===== config.mk =====
export PLATFORM = sky130hd
export DESIGN_NAME = scan_port_ctrl
export DESIGN_NICKNAME = d
export VERILOG_FILES = /design/src/rtl/scan_pkg.sv /design/src/rtl/scan_fsm.sv /design/src/rtl/scan_ir.sv /design/src/rtl/scan_dr.sv /design/src/rtl/scan_port_ctrl.sv
export SDC_FILE = /design/constraint.sdc
export NUM_CORES = 1
export LEC_CHECK = 0
export BUFFER_PORTS_ARGS = -buffer_cell sky130_fd_sc_hd__buf_2
export CAP_MARGIN = 10
export CORE_ASPECT_RATIO = 0.8
export CORE_MARGIN = 1.5
export CORE_UTILIZATION = 50
export CTS_BUF_LIST = sky130_fd_sc_hd__clkbuf_4
export DETAILED_ROUTE_END_ITERATION = 7
export GPL_TIMING_DRIVEN = 0
export PLACE_DENSITY = 0.64
export SLEW_MARGIN = 5
export SYNTH_ARGS = -nofsm -noshare
export SYNTH_HDL_FRONTEND = slang
export SYNTH_SLANG_ARGS = --single-unit

===== constraint.sdc =====
create_clock -name tck -period 4.5 [get_ports tck]
set_input_delay 0.45 -clock tck [delete_from_list [all_inputs] [get_ports tck]]
set_output_delay 0.45 -clock tck [all_outputs]
set_load 0.02 [all_outputs]

===== src/rtl/scan_pkg.sv =====
package scan_pkg;

  localparam int IR_W = 6;
  localparam int ID_W = 32;

  typedef enum logic [3:0] {
    ST_RESET, ST_IDLE,
    ST_SEL_DR, ST_CAP_DR, ST_SH_DR, ST_EX1_DR, ST_PAU_DR, ST_EX2_DR, ST_UPD_DR,
    ST_SEL_IR, ST_CAP_IR, ST_SH_IR, ST_EX1_IR, ST_PAU_IR, ST_EX2_IR, ST_UPD_IR
  } tap_state_e;

  typedef enum logic [1:0] {SEL_BYP, SEL_ID, SEL_BND, SEL_BIST} dr_sel_e;

  localparam logic [IR_W-1:0] OP_EXTEST = 6'b000000;
  localparam logic [IR_W-1:0] OP_SAMPLE = 6'b000001;
  localparam logic [IR_W-1:0] OP_IDCODE = 6'b000100;
  localparam logic [IR_W-1:0] OP_HIGHZ  = 6'b000101;
  localparam logic [IR_W-1:0] OP_BIST   = 6'b000110;
  localparam logic [IR_W-1:0] OP_BYPASS = 6'b111111;
  localparam logic [IR_W-1:0] IR_CAPTURE_PAT = 6'b000001;

  function automatic tap_state_e tap_next(input tap_state_e s, input logic m);
    case (s)
      ST_RESET:  return m ? ST_RESET  : ST_IDLE;
      ST_IDLE:   return m ? ST_SEL_DR : ST_IDLE;
      ST_SEL_DR: return m ? ST_SEL_IR : ST_CAP_DR;
      ST_CAP_DR: return m ? ST_EX1_DR : ST_SH_DR;
      ST_SH_DR:  return m ? ST_EX1_DR : ST_SH_DR;
      ST_EX1_DR: return m ? ST_UPD_DR : ST_PAU_DR;
      ST_PAU_DR: return m ? ST_EX2_DR : ST_PAU_DR;
      ST_EX2_DR: return m ? ST_UPD_DR : ST_SH_DR;
      ST_UPD_DR: return m ? ST_SEL_DR : ST_IDLE;
      ST_SEL_IR: return m ? ST_RESET  : ST_CAP_IR;
      ST_CAP_IR: return m ? ST_EX1_IR : ST_SH_IR;
      ST_SH_IR:  return m ? ST_EX1_IR : ST_SH_IR;
      ST_EX1_IR: return m ? ST_UPD_IR : ST_PAU_IR;
      ST_PAU_IR: return m ? ST_EX2_IR : ST_PAU_IR;
      ST_EX2_IR: return m ? ST_UPD_IR : ST_SH_IR;
      ST_UPD_IR: return m ? ST_SEL_DR : ST_IDLE;
      default:   return ST_RESET;
    endcase
  endfunction

  function automatic dr_sel_e decode_dr(input logic [IR_W-1:0] op);
    case (op)
      OP_EXTEST, OP_SAMPLE: return SEL_BND;
      OP_IDCODE:            return SEL_ID;
      OP_BIST:              return SEL_BIST;
      default:              return SEL_BYP;
    endcase
  endfunction

  function automatic logic is_known_op(input logic [IR_W-1:0] op);
    return (op == OP_EXTEST) || (op == OP_SAMPLE) || (op == OP_IDCODE) ||
           (op == OP_HIGHZ) || (op == OP_BIST) || (op == OP_BYPASS);
  endfunction

  function automatic logic [ID_W-1:0] id_word(input logic [3:0] ver,
                                              input logic [15:0] part,
                                              input logic [10:0] maker);
    return {ver, part, maker, 1'b1};
  endfunction

endpackage


===== src/rtl/scan_fsm.sv =====
module scan_fsm
  import scan_pkg::*;
(
  input  logic       tck,
  input  logic       trst_n,
  input  logic       tms,
  output tap_state_e state
);
  always_ff @(posedge tck or negedge trst_n) begin
    if (!trst_n) state <= ST_RESET;
    else         state <= tap_next(state, tms);
  end
endmodule


===== src/rtl/scan_ir.sv =====
module scan_ir
  import scan_pkg::*;
(
  input  logic            tck,
  input  logic            trst_n,
  input  tap_state_e      state,
  input  logic            tdi,
  output logic [IR_W-1:0] ir_cur,
  output logic            ir_lsb
);
  logic [IR_W-1:0] ir_sh;

  always_ff @(posedge tck or negedge trst_n) begin
    if (!trst_n) begin
      ir_sh  <= '0;
      ir_cur <= OP_IDCODE;
    end else begin
      case (state)
        ST_RESET:  ir_cur <= OP_IDCODE;
        ST_CAP_IR: ir_sh  <= IR_CAPTURE_PAT;
        ST_SH_IR:  ir_sh  <= {tdi, ir_sh[IR_W-1:1]};
        ST_UPD_IR: ir_cur <= ir_sh;
        default: ;
      endcase
    end
  end

  assign ir_lsb = ir_sh[0];
endmodule


===== src/rtl/scan_dr.sv =====
module scan_dr
  import scan_pkg::*;
#(
  parameter int              BSR_LEN = 8,
  parameter logic [ID_W-1:0] ID_VAL  = 32'h1
) (
  input  logic               tck,
  input  logic               trst_n,
  input  tap_state_e         state,
  input  dr_sel_e            dr_sel,
  input  logic               tdi,
  input  logic [BSR_LEN-1:0] pin_in,
  input  logic               bist_done,
  input  logic               bist_pass,
  output logic               dr_lsb,
  output logic [BSR_LEN-1:0] pin_drive,
  output logic [1:0]         bist_cap
);
  logic            byp_q;
  logic [ID_W-1:0] id_q;
  logic [1:0]      bist_q;
  logic [BSR_LEN-1:0] bnd_q;
  logic [BSR_LEN:0]   bnd_in;

  wire cap_ev = (state == ST_CAP_DR);
  wire sh_ev  = (state == ST_SH_DR);
  wire upd_ev = (state == ST_UPD_DR);

  always_ff @(posedge tck or negedge trst_n) begin
    if (!trst_n) begin
      byp_q  <= 1'b0;
      id_q   <= ID_VAL;
      bist_q <= 2'b00;
    end else if (cap_ev) begin
      if (dr_sel == SEL_BYP)  byp_q  <= 1'b0;
      if (dr_sel == SEL_ID)   id_q   <= ID_VAL;
      if (dr_sel == SEL_BIST) bist_q <= {bist_pass & bist_done, bist_done};
    end else if (sh_ev) begin
      if (dr_sel == SEL_BYP)  byp_q  <= tdi;
      if (dr_sel == SEL_ID)   id_q   <= {tdi, id_q[ID_W-1:1]};
      if (dr_sel == SEL_BIST) bist_q <= {tdi, bist_q[1]};
    end
  end

  // Boundary chain: one capture/shift/update cell per pin
  assign bnd_in[BSR_LEN] = tdi;
  for (genvar i = 0; i < BSR_LEN; i++) begin : g_cell
    assign bnd_in[i] = bnd_q[i];
    always_ff @(posedge tck or negedge trst_n) begin
      if (!trst_n) begin
        bnd_q[i]     <= 1'b0;
        pin_drive[i] <= 1'b0;
      end else if (dr_sel == SEL_BND) begin
        if (cap_ev)      bnd_q[i]     <= pin_in[i];
        else if (sh_ev)  bnd_q[i]     <= bnd_in[i+1];
        else if (upd_ev) pin_drive[i] <= bnd_q[i];
      end
    end
  end

  always_comb begin
    case (dr_sel)
      SEL_ID:   dr_lsb = id_q[0];
      SEL_BND:  dr_lsb = bnd_in[0];
      SEL_BIST: dr_lsb = bist_q[0];
      default:  dr_lsb = byp_q;
    endcase
  end

  assign bist_cap = bist_q;
endmodule


===== src/rtl/scan_port_ctrl.sv =====
module scan_port_ctrl
  import scan_pkg::*;
#(
  parameter int          BSR_LEN  = 8,
  parameter logic [3:0]  ID_VER   = 4'h3,
  parameter logic [15:0] ID_PART  = 16'hA5C3,
  parameter logic [10:0] ID_MAKER = 11'h2B5
) (
  input  logic               tck,
  input  logic               trst_n,
  input  logic               tms,
  input  logic               tdi,
  output logic               tdo,
  output logic               tdo_oe,
  input  logic [BSR_LEN-1:0] pin_in,
  output logic [BSR_LEN-1:0] pin_drive,
  output logic               bnd_drive_en,
  output logic               hiz_all,
  output logic               pull_en,
  input  logic               bist_done,
  input  logic               bist_pass
);
  localparam logic [ID_W-1:0] ID_VAL = id_word(ID_VER, ID_PART, ID_MAKER);

  tap_state_e      tap_state;
  logic [IR_W-1:0] ir_cur;
  logic            ir_lsb;
  logic            dr_lsb;
  logic [1:0]      bist_cap;
  dr_sel_e         dr_sel;

  scan_fsm u_fsm (
    .tck(tck), .trst_n(trst_n), .tms(tms), .state(tap_state)
  );

  scan_ir u_ir (
    .tck(tck), .trst_n(trst_n), .state(tap_state), .tdi(tdi),
    .ir_cur(ir_cur), .ir_lsb(ir_lsb)
  );

  assign dr_sel = decode_dr(ir_cur);

  scan_dr #(.BSR_LEN(BSR_LEN), .ID_VAL(ID_VAL)) u_dr (
    .tck(tck), .trst_n(trst_n), .state(tap_state), .dr_sel(dr_sel),
    .tdi(tdi), .pin_in(pin_in), .bist_done(bist_done), .bist_pass(bist_pass),
    .dr_lsb(dr_lsb), .pin_drive(pin_drive), .bist_cap(bist_cap)
  );

  wire in_sh_ir = (tap_state == ST_SH_IR);
  wire in_sh_dr = (tap_state == ST_SH_DR);

  always_ff @(negedge tck or negedge trst_n) begin
    if (!trst_n) begin
      tdo    <= 1'b0;
      tdo_oe <= 1'b0;
    end else begin
      tdo    <= in_sh_ir ? ir_lsb : dr_lsb;
      tdo_oe <= in_sh_ir | in_sh_dr;
    end
  end

  assign hiz_all      = (ir_cur == OP_HIGHZ);
  assign pull_en      = ~hiz_all;
  assign bnd_drive_en = (ir_cur == OP_EXTEST);
endmodule


[Yosys cells after proc, flatten, opt, wreduce, memory -nomap -nowiden]
Cells that the tools add are included.
Storage, ports and cells
  register bits after elaboration: 69
  output and inout bits: 13
  bits of input ports: 14
  word-level logic and storage cells: 112
Cells by class
  reductions and logical operators: 15
  multiplexer cells: 46
  equality and inequality tests: 22
  bitwise logic cells: 5
Operators with widths (count)
  $mux W32: 4
  $pmux W4 S12: 1
  $eq A4 B4 Y1 const B: 8
  $mux W1: 24
  $pmux W6 S2: 2
  $eq A6 B3 Y1 const B: 3
  $eq A4 B3 Y1 const B: 4
  $mux W4: 4
  $mux W2: 7
  $eq A4 B2 Y1 const B: 2
  $reduce_and A2 Y1: 4
  $eq A6 B1 Y1 const B: 1
  $logic_not A6 Y1: 1
  $mux W3: 2
  $pmux W2 S3: 1
  $reduce_bool A2 Y1: 3
  $reduce_or A2 Y1: 3
  $eq A2 B2 Y1 const B: 2
  $eq A4 B1 Y1 const B: 1
  $logic_not A4 Y1: 1
  $reduce_and A4 Y1: 1
  $not A1 Y1: 3
  $pmux W1 S3: 1
  $reduce_or A3 Y1: 1
  other kinds (4): 4

[Longest topological paths before layout]
  depth in word-level cells: 7
  mapped depth: 7

[Cells and area by module]
A second synthesis with hierarchy kept.
Second synthesis, totals
  cells, all modules: 293
  area, all modules: 3348.2 µm²
By module, submodules not included
  scan_dr: area an instance 2346.0 µm², cells each 183, instances 1
  scan_ir: area an instance 534.3 µm², cells each 58, instances 1
  scan_fsm: area an instance 314.1 µm², cells each 37, instances 1
  scan_port_ctrl: area an instance 153.9 µm², cells each 15, instances 1

==> qor.txt <==
Die area = 7199 um^2
Area contributors post-synth = dfrtp_1 37%, dfstp_2 14%, mux2_2 11%
Reg clk slew, reported paths = 0.12 ns
Worst setup path startpoint = u_ir.ir_cur[2]
Setup WS pre-CTS = 0.5655 ns
Setup Crit Path Kind = register to register
Mapped Nets = 317
Fraction of registers with async set or reset after synthesis = 1.000
CTS tree = built
VDD IR max = 0.2667 mV
Critical path, cell by cell = clkbuf_1, nor4bb_1, o31a_1, o31ai_1
Clock buffer count from CTS = 9
Crit path required time = 2.46 ns
Library cells used by synthesis = 44
Vias in the first global route = 2266
Syn_area_per_cell = 11.05 um^2
Unrepaired setup endpoints after global routing = false
Capture point of the worst reg-to-reg path = tdo
Fillers = 562
DRT Pass-1 Iters = 4
DRT iter0 DRCs = 113
Die Y-Extent = 76.19 um
Pleak = 0.001779 uW
Detailed placement HPWL = 4294 um
Max_cap viols = 0
Site Rows = 26
Share of layout cells above drive strength 1 = 0.2939
Ys flop type = dfrtp_1
Clk root buf = clkbuf_4
Crit path capture type = register
RePlAce Congestion = 0.7566
GRT overflow = 0
Register area = 1749 um^2
Vias per cell = 5.246
Reg2reg path depth = 4
Top-count cell post-synth = dfrtp_1
Setup violators final = 0
Setup WS post-layout = 0.4559 ns
Resized cells post-CTS = 0
CP Capture Point = tdo
Slowest stage delay, CP = 0.55 ns
Area Growth Syn to Fin = 13.64%
Global-route wire length before repair = 10750 um
Synth top area share = 0.3662
Fin nets = 356
Ys Warns = 0
Total Wirelength = 6163 um
Mapped Area = 3348 um^2
Setup Fix Bufs, Post-CTS = 0
Worst rel slew slack = 0.5326
CP max-delay cell = dfstp_2
R2R Setup Slk = 0.46 ns
Synth Instances = 303
Post-route DRC = 0
Worst hold path depth = 3
CP max FO = 10
H-tree depth = 3
Ant diodes = 0
Vias = 2261
Worst r2r src = u_ir.ir_cur[2]
Skew final = 0.03812 ns
DIE WIDTH = 94.49 um
IO Count = 27
Total GRT Usage = 0.1908
Largest net degree at the start of global routing = 45
Cell taking the most area after synthesis = dfrtp_1
Cts hold-fix bufs = 1
Register area share after synthesis = 0.5224
Slew at the pin closest to its max-slew limit = 0.7010 ns
Setup TNS = 0 ns
Antenna viol nets, final = 0
Starting Density = 0.5198
Clk sink count = 69
Antenna violations before repair = 0
CP arrival = 2.00 ns
Outcome = finished, final reports clean
CP Launch Type = register
Post-synth top cells = 49 x dfrtp_1, 35 x nand2_1, 33 x mux2_2
# port buffers = 26
Post-synth EDFFs = 0
Worst skew pair latency = 0.40 ns
Pwr dens = 647.1 nW/um^2
Core footprint = 6441 um^2
HP Class = input port to register
Area of the multi-input gates = 1410 um^2
Drt wl/cell = 14.30 um
CTS Buffer Depth = 2
Max-slew violation count = 0
Hold Vio Cnt, Final = 0
Seq cells post-synth = 69
==> cell families after synthesis <==
family | after synthesis | share of synthesized area
compound gates | 36 | 0.08034
buf+inv | 44 | 0.05643
flops | 69 | 0.5224
mux | 63 | 0.2048
simple gates | 91 | 0.1360
==> report_power, final <==
part / switching [uW] / internal [uW]
clock: 218 / 279
combinational: 536 / 447
sequential: 110 / 872
total: 864 / 1600
==> area by class of cell <==
type / instances / share of cell area
repair buffers: 28 / 0.04472
multi-input cells: 190 / 0.3706
clock buffers: 9 / 0.01776
flip-flops and latches: 69 / 0.4597
inverters: 21 / 0.02072
well taps: 84 / 0.02762
plain buffers: 23 / 0.02894
clock inverters: 7 / 0.02992
==> cell usage in the layout, fill, tap and decap left out, types with 3 or more instances in the layout <==
master / instances
mux2_2: 33
inv_1: 21
clkbuf_4: 9
nor2b_1: 8
nand2b_1: 3
or3_1: 3
a21oi_1: 9
nor4b_1: 3
mux2_1: 11
nor3_1: 3
bufinv_16: 3
clkbuf_1: 15
buf_2: 29
o22ai_1: 5
dfrtp_1: 49
nor2_1: 21
dfstp_2: 18
mux2i_1: 19
o21ai_0: 10
nand2_1: 35
==> how the worst min path moves through the flow <==
stage	slack, ns	start	endpoint
floorplan	0.15	trst_n	u_dr.bist_cap[0]
global placement	0.45	u_dr.id_q[18]	u_dr.id_q[18]
detailed placement	0.39	trst_n	u_fsm.state[1]
CTS	0.31	tdi	u_ir.ir_sh[5]
global route	0.34	tdi	u_ir.ir_sh[5]
finish	0.33	tdi	u_ir.ir_sh[5]
==> flip-flops by register name, indices dropped and copies added (netlist names) <==
register        count
u_dr.pin_drive      8
u_dr.id_q          32
u_dr.bist_cap       2
u_dr.bnd_in         8
u_ir.ir_sh          6
tdo_oe              1
u_dr.byp_q          1
u_fsm.state         4
u_ir.ir_cur         6
tdo                 1
==> critical path, delay by kind of cell, from the launching register on <==
family / cells / cell delay (ns)
simple gates: 1 / 0.38
compound gates: 2 / 0.29
flops: 1 / 0.55
buf+inv: 1 / 0.40
==> stage by stage <==
stage	cells	hold slack, ns	total power, uW	instance area (um^2)	util
floorplan	303	0.1544	1749	3348	-
global placement	413	0.4529	1957	3583	0.5563
detailed placement	414	0.3916	1981	3613	0.5610
CTS	431	0.3098	2486	3805	0.5907
global route	431	0.3423	2646	3805	0.5907
finish	431	0.3319	2462	3805	0.5907
==> per-layer routing <==
metal / share of wire / vias to the layer above / global-route usage / routed length [um]
li1: - / 1117 / - / -
met1: 0.52 / 1092 / 0.2848 / 3230
met2: 0.41 / 47 / 0.2597 / 2500
met3: 0.062 / 5 / 0.06986 / 383
met4: 0.0078 / 0 / 0.05373 / 48
met5: 0 / - / 0 / 0
(Power assumes the default switching activity.)
